$ cat src/rtl/lcd_seq_pkg.sv
package lcd_seq_pkg;

  typedef enum logic [1:0] {
    LVL_LOW  = 2'b00,
    LVL_MID  = 2'b01,
    LVL_HIGH = 2'b10,
    LVL_OFF  = 2'b11
  } lvl_e;

  // Control state handed to the datapath each cycle
  typedef struct packed {
    logic       live;      // first phase event seen since reset
    logic       staticOn;  // expander drive active
    logic       duplex;
    logic       cascade;
    logic       bankSel;
    logic [1:0] phase;
  } seqStrobe_t;

endpackage

$ cat src/rtl/lcdSeqCtrl.sv
module lcdSeqCtrl
  import lcd_seq_pkg::*;
(
  input  logic       clk,
  input  logic       rstN,
  input  logic       duplexMode,
  input  logic       bankSel,
  input  logic       cascadeMode,
  input  logic       expanderMode,
  input  logic       oscTick,
  input  logic [1:0] extBp1,
  input  logic [1:0] extBp2,
  output seqStrobe_t strb
);

  logic [1:0] phaseQ;
  logic       liveQ;
  logic       extValid;
  logic [1:0] extPhase;

  // Recover the phase from the levels a master is putting on the backplanes
  always_comb begin
    extValid = 1'b0;
    extPhase = 2'd0;
    if (extBp1 == LVL_HIGH) begin
      extValid = 1'b1;
      extPhase = 2'd0;
    end else if (extBp1 == LVL_LOW) begin
      extValid = 1'b1;
      extPhase = 2'd1;
    end else if (duplexMode && extBp2 == LVL_HIGH) begin
      extValid = 1'b1;
      extPhase = 2'd2;
    end else if (duplexMode && extBp2 == LVL_LOW) begin
      extValid = 1'b1;
      extPhase = 2'd3;
    end
  end

  always_ff @(posedge clk or negedge rstN) begin
    if (!rstN) begin
      phaseQ <= 2'd0;
      liveQ  <= 1'b0;
    end else if (cascadeMode) begin
      if (extValid) begin
        phaseQ <= extPhase;
        liveQ  <= 1'b1;
      end
    end else if (oscTick) begin
      if (!liveQ) begin
        phaseQ <= 2'd0;
        liveQ  <= 1'b1;
      end else if (duplexMode) begin
        phaseQ <= phaseQ + 2'd1;
      end else begin
        phaseQ <= {1'b0, ~phaseQ[0]};
      end
    end
  end

  assign strb.live     = liveQ;
  assign strb.staticOn = expanderMode & ~duplexMode & ~cascadeMode;
  assign strb.duplex   = duplexMode;
  assign strb.cascade  = cascadeMode;
  assign strb.bankSel  = bankSel;
  assign strb.phase    = phaseQ;

endmodule

$ cat src/rtl/lcdSegPath.sv
module lcdSegPath
  import lcd_seq_pkg::*;
#(
  parameter int SEG_COUNT = 32,
  parameter int REG_BITS  = 8
) (
  input  logic                     clk,
  input  logic                     rstN,
  input  seqStrobe_t               strb,
  input  logic [2*SEG_COUNT-1:0]   segRegs,
  output logic [2*SEG_COUNT-1:0]   segLevels,
  output logic [1:0]               bp1Level,
  output logic [1:0]               bp2Level
);

  localparam int GROUP_W = 2 * REG_BITS;  // one even/odd register pair

  lvl_e actLvl;
  lvl_e oppLvl;
  logic regSel;
  logic [2*SEG_COUNT-1:0] segNext;
  logic [2*SEG_COUNT-1:0] segQ;
  logic [1:0] bp1Next, bp2Next, bp1Q, bp2Q;

  assign actLvl = strb.phase[0] ? LVL_LOW : LVL_HIGH;
  assign oppLvl = strb.phase[0] ? LVL_HIGH : LVL_LOW;
  // duplex: half-frame picks the register; two-level: the bank does
  assign regSel = strb.duplex ? strb.phase[1] : strb.bankSel;

  for (genvar n = 0; n < SEG_COUNT; n++) begin : gSeg
    localparam int GRP  = n / REG_BITS;
    localparam int BITI = n % REG_BITS;
    logic dataBit;
    assign dataBit = regSel ? segRegs[GRP*GROUP_W + REG_BITS + BITI]
                            : segRegs[GRP*GROUP_W + BITI];
    assign segNext[2*n +: 2] =
        strb.staticOn ? (dataBit ? LVL_HIGH : LVL_LOW) :
        !strb.live    ? LVL_LOW :
        dataBit       ? oppLvl : actLvl;
  end

  always_comb begin
    if (strb.staticOn) begin
      bp1Next = LVL_LOW;
      bp2Next = LVL_OFF;
    end else if (!strb.live) begin
      bp1Next = LVL_LOW;
      bp2Next = LVL_LOW;
    end else if (strb.duplex) begin
      bp1Next = strb.phase[1] ? LVL_MID : actLvl;
      bp2Next = strb.phase[1] ? actLvl  : LVL_MID;
    end else begin
      bp1Next = actLvl;
      bp2Next = LVL_OFF;
    end
  end

  always_ff @(posedge clk or negedge rstN) begin
    if (!rstN) begin
      segQ <= '0;
      bp1Q <= LVL_LOW;
      bp2Q <= LVL_LOW;
    end else begin
      segQ <= segNext;
      bp1Q <= bp1Next;
      bp2Q <= bp2Next;
    end
  end

  assign segLevels = segQ;
  // a follower leaves the shared backplanes to the master
  assign bp1Level  = strb.cascade ? LVL_OFF : bp1Q;
  assign bp2Level  = strb.cascade ? LVL_OFF : bp2Q;

endmodule

$ cat src/rtl/lcdWaveSeq.sv
module lcdWaveSeq
  import lcd_seq_pkg::*;
#(
  parameter int SEG_COUNT = 32
) (
  input  logic                   clk,
  input  logic                   rstN,
  input  logic [2*SEG_COUNT-1:0] segRegs,
  input  logic                   duplexMode,
  input  logic                   bankSel,
  input  logic                   cascadeMode,
  input  logic                   expanderMode,
  input  logic                   oscTick,
  input  logic [1:0]             extBp1,
  input  logic [1:0]             extBp2,
  output logic [2*SEG_COUNT-1:0] segLevels,
  output logic [1:0]             bp1Level,
  output logic [1:0]             bp2Level
);

  seqStrobe_t strb;

  lcdSeqCtrl u_ctrl (
    .clk(clk), .rstN(rstN), .duplexMode(duplexMode), .bankSel(bankSel),
    .cascadeMode(cascadeMode), .expanderMode(expanderMode), .oscTick(oscTick),
    .extBp1(extBp1), .extBp2(extBp2), .strb(strb)
  );

  lcdSegPath #(.SEG_COUNT(SEG_COUNT)) u_path (
    .clk(clk), .rstN(rstN), .strb(strb), .segRegs(segRegs),
    .segLevels(segLevels), .bp1Level(bp1Level), .bp2Level(bp2Level)
  );

endmodule

$ cat config.mk
export PLATFORM = sky130hd
export DESIGN_NAME = lcdWaveSeq
export DESIGN_NICKNAME = d
export VERILOG_FILES = /design/src/rtl/lcd_seq_pkg.sv /design/src/rtl/lcdSeqCtrl.sv /design/src/rtl/lcdSegPath.sv /design/src/rtl/lcdWaveSeq.sv
export SDC_FILE = /design/constraint.sdc
export NUM_CORES = 1
export LEC_CHECK = 0
export ABC_AREA = 1
export BUFFER_PORTS_ARGS = -buffer_cell sky130_fd_sc_hd__buf_2
export CAP_MARGIN = 20
export CORE_UTILIZATION = 48
export CTS_CLUSTER_DIAMETER = 50
export DETAILED_ROUTE_END_ITERATION = 10
export PLACE_DENSITY = 0.86
export SLEW_MARGIN = 0
export SYNTH_ARGS = -nofsm -noshare
export SYNTH_HDL_FRONTEND = slang
export SYNTH_SLANG_ARGS = --single-unit
$ cat constraint.sdc
create_clock -name clk -period 1.66 [get_ports clk]
set_input_delay 0.249 -clock clk [delete_from_list [all_inputs] [get_ports clk]]
set_output_delay 0.249 -clock clk [all_outputs]
set_load 0.01 [all_outputs]
==> impl_results.md <==
* Placeable core region at about 5100 um^2
* Slew Limit Fails at 0
* Post-synthesis cell type count at 19
* Worst EP arrival at roughly 1.1 ns
* PD cells at 976 nW/um^2
* Post-Syn Instances at 351
* Number of core rows at 26
* Die area at approximately 5700 um^2
* Pin count of the biggest net entering global routing at 33
* Vias at between 2,000 and 2,500
* Die Width at ~75 um
* Post-Syn Area at roughly 2600 um^2
* Total CTS buffers at 5
* DR pass1 iterations at 4
* WL final at approximately 6 mm
* Routed vias/inst at roughly 4.7
* R2R Setup Slk at 0.36 ns
* Critical Path End: bp2Level[0]
* Peak supply drop at 0.000486 V
* Final Setup Violations at 0
* WP data required at 1.41 ns
* Vias in the first global route at about 2,200
* Reg2Reg Launch Point: u_ctrl.phaseQ[1]
* R2R cell count at 5
* Period minus WS final at approximately 1.3 ns
* Die H at between 70 and 80 um
* Maxcap violations at 0
* EDFF count, synth at 0
* Clk buf depth at 2
* CP endpoint kind: output pin
* P_leak at about 0.0019 uW
* Grt ovf at 0
* Top-level I/O count at 143
* Nets at 539
* Final Util at 0.623
* Fmax at 0.760 GHz
* Clock Latency Late Sink at roughly 0.29 ns
* Worst path depth at 2
* Port Buf Inserts at 110
* Ant. Diodes at 0
* Status: complete, no violations
* ANT nets after route at 0
* Iteration-0 DRC Markers at 126
* DRC at 0
* Postcts setup bufs at 0
* Critical Path Max Stage Delay at about 0.37 ns
* CP Cell Sequence: or2_2, buf_2
* WS Path Type: reg -> out
* CTS Root Cell: clkbuf_8
* Clock sinks at 39
* CTS clk-pin slew, worst paths at approximately 0.080 ns
* FFs w/ async S/R, synth at 1.00
* Worst flop-to-flop path endpoint: u_path.segLevels[51]
* Setup TNS at 0 ns
* Layout cells sized above 1 at 0.307
* Endpoints failing hold at 0
* H-tree levels at 2
* Initial core utilization at 0.502
* Area grow syn2layout at 24.0%
* Area leader, netlist: dfrtp_1
* Top-area cell type share of the netlist area at 0.378
* Slowest cell on crit path: dfrtp_1
* Sequential share of the synthesized area at 0.378
* Commonest cells in the netlist: nand2_1 (69), nand3_1 (45), nor2_1 (40)
* Period utilization at 0.792
* Delay-heaviest family, CP: flip-flops
* CP max FO at 1
* RSZ-0062 raised after global routing: no
* Startpoint Class: flip-flop
* Worst hold path class: in -> reg
* Reg area at roughly 980 um^2
* First-pass GRT wire length at 9.03 mm
* Setup Skew at 0.00884 ns
* Most frequent cell after synthesis: nand2_1
* Tot Pwr at 3130 uW
* CTS tree: yes
* Number of synthesized register bits at 39
* Crit path buffers/inverters at 1
* DP HPWL at between 4 and 5 mm
* Antenna violations before repair at 0
* Syn Area/Cell at around 7.4 um^2
* Overall Global Routing Usage at 0.212
* Wire per inst at around 11 um
* Synth area leaders: dfrtp_1 (38%), buf_4 (10%), nand2_1 (10%)
* Predominant post-synthesis flop cell: dfrtp_1
* YS warnings at 0
* Worst Setup SP: u_path.bp2Q[0]
* GP Congestion at 0.764
* Hold WS at 0.277 ns
* Fillers at around 480
* Multi-input logic area at roughly 1200 um^2
routing by layer:
metal,wire length (um),GRT usage
met1,2410,0.237
met2,2940,0.392
met3,474,0.0423
met4,79,0.0885
met5,0,0
worst reg2reg max path: stages, from the launching register on:
cell and delay (ns):
dfrtp_1 0.45, nand2_2 0.13, buf_4 0.23, nand3_1 0.12, a21oi_1 0.18, nor2_1 0.08
per-stage QoR:
step / cell area [um^2] / std cells / worst slack (ns)
2_1_floorplan: 2700 / 382 / 0.531
3_3_place_gp: 3060 / 524 / 0.385
3_5_place_dp: 3060 / 524 / 0.326
4_1_cts: 3200 / 533 / 0.326
5_1_grt: 3200 / 533 / 0.207
6_report: 3200 / 533 / 0.344
cell type report:
cell class | count | share of cell area
sequential | 39 | 0.305
clock inverter | 2 | 0.0188
tap | 70 | 0.0274
timing repair buffer | 124 | 0.206
multi-input combinational | 261 | 0.385
inverter | 31 | 0.0363
clock buffer | 6 | 0.0227
registers in the layout, summed over array words and instances (netlist names):
signal            cells
u_path.segLevels     32
u_ctrl.phaseQ         2
u_ctrl.liveQ          1
u_path.bp2Q           2
u_path.bp1Q           2
logic make-up (layout without fill, tap and decap cells):
| family | Yosys count | after routing | share of synthesized area |
|---|---|---|---|
| other | 1 | 32 | 0.00145 |
| flip-flops | 39 | 39 | 0.378 |
| buffers and inverters | 82 | 163 | 0.190 |
| AND/OR/NAND/NOR | 186 | 186 | 0.336 |
| AO/OA/AOI/OAI | 41 | 41 | 0.0848 |
| adder cells (fa/ha/maj) | 2 | 2 | 0.00969 |
where the power goes:
group / total, uW / switching [uW] / internal, uW
registers: 1190 / 60.4 / 1130
logic: 1010 / 601 / 406
clock network: 924 / 323 / 601
total: 3130 / 985 / 2140
layout by cell type (no fill, tap or decap):
cell / instances
inv_2: 1
nand3b_1: 22
dlygate4sd3_1: 1
nand2_2: 4
buf_2: 110
buf_4: 13
ha_1: 2
or2_2: 5
nand2_1: 69
inv_1: 30
a211oi_1: 1
clkbuf_8: 5
conb_1: 32
a21oi_1: 34
dfrtp_1: 39
o21ai_0: 5
clkbuf_1: 1
nor2_1: 40
nand3_1: 45
a21oi_4: 1
nor2_4: 1
bufinv_16: 2
what timing repair did:
| item | 4_1_cts | 5_1_grt |
|---|---|---|
| hold buffers | 1 | 0 |
| resized for setup | 0 | 0 |
| endpoints found under the hold margin | 19 | 0 |
worst min path at each step:
stage,cells after the start,to,from
after CTS,2,u_path.bp2Q[0],duplexMode
after floorplan,0,u_ctrl.liveQ,rstN
final,2,u_path.bp2Q[0],duplexMode
after detailed placement,1,u_path.bp2Q[0],rstN
after global routing,2,u_path.bp2Q[0],duplexMode
after global placement,1,u_path.bp2Q[0],rstN
(Power assumes the default switching activity.)
